<file path="config.mk">
export PLATFORM = sky130hd
export DESIGN_NAME = gpio_mux_port
export DESIGN_NICKNAME = d
export VERILOG_FILES = /design/src/rtl/gpio_port_pkg.sv /design/src/rtl/gpio_sync.sv /design/src/rtl/gpio_regs.sv /design/src/rtl/gpio_pin_cell.sv /design/src/rtl/gpio_mux_port.sv
export SDC_FILE = /design/constraint.sdc
export NUM_CORES = 1
export LEC_CHECK = 0
export BUFFER_PORTS_ARGS = -buffer_cell sky130_fd_sc_hd__buf_2
export CAP_MARGIN = 0
export CORE_ASPECT_RATIO = 0.9
export CORE_MARGIN = 2
export CORE_UTILIZATION = 50
export CTS_BUF_LIST = sky130_fd_sc_hd__clkbuf_4
export CTS_CLUSTER_SIZE = 12
export DETAILED_ROUTE_END_ITERATION = 8
export GPL_TIMING_DRIVEN = 0
export PLACE_DENSITY = 0.92
export SLEW_MARGIN = 5
export SYNTH_ARGS = -nofsm -noshare
export SYNTH_HDL_FRONTEND = slang
export SYNTH_HIERARCHICAL = 1
export SYNTH_SLANG_ARGS = --single-unit
</file>
<file path="constraint.sdc">
create_clock -name clk -period 1.55 [get_ports clk]
set_clock_uncertainty 0.15 [all_clocks]
set_input_delay 0.0775 -clock clk [delete_from_list [all_inputs] [get_ports clk]]
set_output_delay 0.0775 -clock clk [all_outputs]
set_load 0.1 [all_outputs]
</file>
<file path="src/rtl/gpio_port_pkg.sv">
package gpio_port_pkg;
    localparam int PORT_PINS = 18;
    localparam int PORT_OD_PINS = 16;
    localparam int PORT_BUS_W = 32;

    typedef enum logic [1:0] {
        ADDR_FSEL = 2'd0,
        ADDR_DIR  = 2'd1,
        ADDR_ODEN = 2'd2,
        ADDR_DATA = 2'd3
    } reg_addr_e;
endpackage

</file>
<file path="src/rtl/gpio_sync.sv">
module gpio_sync #(
    parameter int WIDTH = 18
) (
    input  logic             clk,
    input  logic             rst_n,
    input  logic [WIDTH-1:0] din,
    output logic [WIDTH-1:0] dout
);
    logic [WIDTH-1:0] stage1_q;
    logic [WIDTH-1:0] stage2_q;
    logic [1:0]       fill_q;

    always_ff @(posedge clk or negedge rst_n) begin
        if (!rst_n) begin
            stage1_q <= '0;
            stage2_q <= '0;
        end else begin
            stage1_q <= din;
            stage2_q <= stage1_q;
        end
    end

    // counts edges since reset, used only to open the latency check window
    always_ff @(posedge clk or negedge rst_n) begin
        if (!rst_n)
            fill_q <= 2'd0;
        else if (fill_q != 2'd2)
            fill_q <= fill_q + 2'd1;
    end

    assign dout = stage2_q;


    sync_latency_chk: assert property (@(posedge clk) disable iff (!rst_n)
        (fill_q == 2'd2) |-> (dout == $past(din, 2)));
endmodule

</file>
<file path="src/rtl/gpio_regs.sv">
module gpio_regs
    import gpio_port_pkg::*;
#(
    parameter int PINS    = 18,
    parameter int OD_PINS = 16,
    parameter int BUS_W   = 32
) (
    input  logic             clk,
    input  logic             rst_n,
    input  logic [1:0]       addr,
    input  logic             we,
    input  logic [PINS-1:0]  wdata,
    input  logic [PINS-1:0]  pin_lvl,
    output logic [PINS-1:0]  fsel_q,
    output logic [PINS-1:0]  dir_q,
    output logic [PINS-1:0]  oden_q,
    output logic [PINS-1:0]  latch_q,
    output logic [BUS_W-1:0] rdata
);
    localparam int PAD_BITS = BUS_W - PINS;

    function automatic logic [PINS-1:0] od_mask_f();
        logic [PINS-1:0] m;
        for (int i = 0; i < PINS; i++)
            m[i] = (i < OD_PINS);
        return m;
    endfunction

    localparam logic [PINS-1:0] OD_MASK = od_mask_f();

    reg_addr_e sel;
    logic [PINS-1:0] rd_word;

    assign sel = reg_addr_e'(addr);

    always_ff @(posedge clk or negedge rst_n) begin
        if (!rst_n) begin
            fsel_q  <= '0;
            dir_q   <= '0;
            oden_q  <= '0;
            latch_q <= '0;
        end else if (we) begin
            unique case (sel)
                ADDR_FSEL: fsel_q  <= wdata;
                ADDR_DIR:  dir_q   <= wdata;
                ADDR_ODEN: oden_q  <= wdata & OD_MASK;
                ADDR_DATA: latch_q <= wdata;
            endcase
        end
    end

    always_comb begin
        unique case (sel)
            ADDR_FSEL: rd_word = fsel_q;
            ADDR_DIR:  rd_word = dir_q;
            ADDR_ODEN: rd_word = oden_q;
            ADDR_DATA: rd_word = pin_lvl;
        endcase
    end

    assign rdata = {{PAD_BITS{1'b0}}, rd_word};


    reset_clear_chk: assert property (@(posedge clk) disable iff (!rst_n)
        $rose(rst_n) |-> (fsel_q == '0 && dir_q == '0 && oden_q == '0 && latch_q == '0));


    latch_write_chk: assert property (@(posedge clk) disable iff (!rst_n)
        (we && addr == 2'd3) |=> (latch_q == $past(wdata)));


    dir_write_chk: assert property (@(posedge clk) disable iff (!rst_n)
        (we && addr == 2'd1) |=> (dir_q == $past(wdata)));


    od_high_zero_chk: assert property (@(posedge clk) disable iff (!rst_n)
        (oden_q & ~OD_MASK) == '0);
endmodule

</file>
<file path="src/rtl/gpio_pin_cell.sv">
module gpio_pin_cell (
    input  logic fsel,
    input  logic dir,
    input  logic oden,
    input  logic latch,
    input  logic p_out,
    input  logic p_oe,
    output logic pad_o,
    output logic pad_en
);
    logic val;
    logic en;

    always_comb begin
        val = fsel ? p_out : latch;
        en  = fsel ? p_oe  : dir;
        if (oden) begin
            pad_o  = 1'b0;
            pad_en = en & ~val;
        end else begin
            pad_o  = val;
            pad_en = en;
        end
    end
endmodule

</file>
<file path="src/rtl/gpio_mux_port.sv">
module gpio_mux_port
    import gpio_port_pkg::*;
#(
    parameter int PINS    = PORT_PINS,
    parameter int OD_PINS = PORT_OD_PINS,
    parameter int BUS_W   = PORT_BUS_W
) (
    input  logic             clk,
    input  logic             rst_n,
    input  logic [1:0]       reg_addr,
    input  logic [PINS-1:0]  reg_wdata,
    input  logic             reg_we,
    output logic [BUS_W-1:0] reg_rdata,
    input  logic [PINS-1:0]  periph_out,
    input  logic [PINS-1:0]  periph_oe,
    output logic [PINS-1:0]  periph_in,
    input  logic [PINS-1:0]  pad_in,
    output logic [PINS-1:0]  pad_out,
    output logic [PINS-1:0]  pad_oe
);
    logic [PINS-1:0] fsel_q;
    logic [PINS-1:0] dir_q;
    logic [PINS-1:0] oden_q;
    logic [PINS-1:0] latch_q;
    logic [PINS-1:0] pin_lvl;

    gpio_sync #(.WIDTH(PINS)) u_sync (
        .clk  (clk),
        .rst_n(rst_n),
        .din  (pad_in),
        .dout (pin_lvl)
    );

    gpio_regs #(.PINS(PINS), .OD_PINS(OD_PINS), .BUS_W(BUS_W)) u_regs (
        .clk    (clk),
        .rst_n  (rst_n),
        .addr   (reg_addr),
        .we     (reg_we),
        .wdata  (reg_wdata),
        .pin_lvl(pin_lvl),
        .fsel_q (fsel_q),
        .dir_q  (dir_q),
        .oden_q (oden_q),
        .latch_q(latch_q),
        .rdata  (reg_rdata)
    );

    for (genvar i = 0; i < PINS; i++) begin : g_pin
        gpio_pin_cell u_cell (
            .fsel  (fsel_q[i]),
            .dir   (dir_q[i]),
            .oden  (oden_q[i]),
            .latch (latch_q[i]),
            .p_out (periph_out[i]),
            .p_oe  (periph_oe[i]),
            .pad_o (pad_out[i]),
            .pad_en(pad_oe[i])
        );
    end

    assign periph_in = pin_lvl;


    periph_in_sync_chk: assert property (@(posedge clk) disable iff (!rst_n)
        (reg_addr == 2'd3) |-> (reg_rdata[PINS-1:0] == periph_in));
endmodule

</file>
==> metrics.txt <==
die width=107 um; Ys Warns=6; CTS tree=done; Setup CP Type=reg2out; Post-Syn Instances=338; Pwr per Cell Area=1450 nW/um^2; Sink Count=106; DRC viols=0; placer congestion estimate=0.771; crit-path max FO=2; TritonCTS Buffers=9; status=finished with violations; post-synthesis adder-cell area fraction=0%; total buffers and inverters traversed by the critical path=1; Worst Path Arrival=1.70 ns; Max rail drop VDD=0.00102 V; Routed Antenna Nets=0; Area Overhead vs Synth=58.9%; fmax=518 MHz; initial antenna violation count=0; Hold WS=-0.0328 ns; Cell Area, Synth=4780 sq um; Synth cell types=19; # rows=33; TritonRoute pass-1 iters=4; compound-cell area share of the yosys netlist=3.98%; setup slack, reg-to-reg=0.20 ns; leading cell type in the layout, fill and taps excluded=buf_2; clk root buf=clkbuf_4; port bufs=146; post-synthesis mux area share=28.2%; later-pin clock latency in the skew report=0.44 ns; MaxCap Viol Count=0; initial DRC count=154; Largest stage delay, worst path=0.54 ns; Post-Synth XOR/XNOR Area=0%; WL final=15000 um; Worst path top cell family by delay=multiplexers; max_slew headroom=46.8%; Clk pin slew, worst setup/hold paths=0.18 ns; failing checks=hold timing, setup timing; per-cell routed wire length=21.2 um; most frequent cells in the layout=79 x buf_2, 76 x dfrtp_1, 70 x mux2_2; layout cells sized above 1=67.9%; Final Slew Violations=0; global-route wire length before repair=21300 um; H-tree levels=3; register area share after synthesis=55.5%; Vias/cell=5.51; leakage=3.49 nW; RSZ-0062 raised after global routing=yes; setup total negative slack=-9.62 ns; Post-Synth Simple-Gate Area=8.12%; top-level port count=163; largest family of logic cells by synthesized area=multiplexers; core area=9210 sq um; hold crit path type=in2async; Period minus WS final=1.93 ns; grt total ovfl=0; GRT Util Overall=27.1%; fin worst setup slack=-0.382 ns; worst-path cell chain=mux4_2 > buf_12; fin nets=657; Slew @ Worst Pin=0.798 ns; flops & latches, synth=106; endpoints failing hold=11; die height=96.7 um; slowest CP cell=mux4_2; critical path required time=1.32 ns; Initial Util=51.9%; vias in the first global route=4081; ant diodes=0; Filler cells=445; mean area per synthesized cell=14.1 sq um; largest net degree at the start of global routing=65; crit start category=flop; half-perimeter wire length after detailed placement=7820 um; crit path capture type=primary output; clock buffer depth=2; Via Count=3899; final core occ=82.4%; final period utilization=125%; endpoints failing setup=54; die area=10400 sq um
==> metrics by stage <==
step           hold WS (ns)  power, mW  instances  cell area (sq um)  worst slack, ns
2_1_floorplan        -0.368       7.14        353               4950           -0.201
3_3_place_gp         0.0353       7.71        621               5840            -1.10
3_5_place_dp        -0.0449       7.83        622               5870           -0.332
4_1_cts             -0.0209       10.5        694               7270           -0.360
5_1_grt             0.00270       11.4        707               7590           -0.431
6_report            -0.0328       11.0        707               7590           -0.382
==> repair_timing <==
item,CTS,global route
endpoints found under the hold margin,194,1
endpoints found under the setup margin,64,64
pin swaps,9,11
resized for setup,211,73
setup buffers,13,14
hold buffers,43,1
==> where the power goes <==
| group | switching (mW) | internal, mW | total [mW] | leakage (nW) |
|---|---|---|---|---|
| Combinational | 3.62 | 2.17 | 5.79 | 2.17 |
| Sequential | 0.430 | 3.18 | 3.61 | 1.22 |
| Clock | 0.938 | 0.694 | 1.63 | 0.0920 |
==> metal layers <==
layer	vias to the layer above	part of all wire [%]	GRT usage [%]
li1	1682	-	-
met1	2004	38	30.9
met2	169	54	50.0
met3	44	4.7	4.72
met4	0	3.2	10.2
met5	-	0	0
==> sequential cells by signal (all words and copies together), names as in the netlist <==
name and flops:
u_sync/stage1_q 18, u_regs/oden_q 16, u_regs/fsel_q 18, u_sync/dout 18, u_regs/dir_q 18, u_regs/latch_q 18
==> final cells by class <==
type                            count  area [sq um]  area share, %
Timing Repair Buffer              216          2180           28.7
Clock inverter                      6          95.1           1.25
Multi-Input combinational cell    220          2160           28.5
Clock buffer                       10          75.1          0.989
Buffer                             27           195           2.57
Sequential cell                   106          2730           36.0
Tap cell                          122           153           2.01
==> cell usage after synthesis, drive strengths merged <==
| library cell | instances | area share, % |
|---|---|---|
| a32o | 18 | 3.8 |
| buf | 24 | 3.6 |
| clkbuf | 3 | 0.45 |
| conb | 1 | 0.078 |
| dfrtp | 106 | 56 |
| mux2 | 70 | 17 |
| mux2i | 20 | 4.2 |
| mux4 | 16 | 7.5 |
| nand2 | 36 | 2.8 |
| nand3 | 3 | 0.42 |
| nand3b | 2 | 0.84 |
| nor2 | 18 | 1.4 |
| nor2b | 18 | 2.4 |
| nor3b | 1 | 0.26 |
| o21ai | 2 | 0.21 |
==> cell families (layout without fill, tap and decap cells) <==
family | after synthesis | in the layout
flops | 106 | 106
compound gates | 20 | 20
buf+inv | 27 | 259
simple gates | 78 | 78
mux | 106 | 106
other cells | 1 | 16
==> worst paths after layout <==
path / to / cells past startpoint / start
worst max-delay path: reg_rdata[1] / 2 / u_sync/dout[1]
max in group asynchronous: u_sync/dout[5] / 3 / rst_n
worst min register to register: u_sync/dout[11] / 0 / u_sync/stage1_q[11]
min in group clk: u_sync/stage1_q[2] / 2 / pad_in[2]
worst min-delay path: u_regs/oden_q[1] / 2 / rst_n
worst max register to register: u_regs/dir_q[17] / 3 / u_regs/dir_q[17]
(Power assumes the default switching activity.)
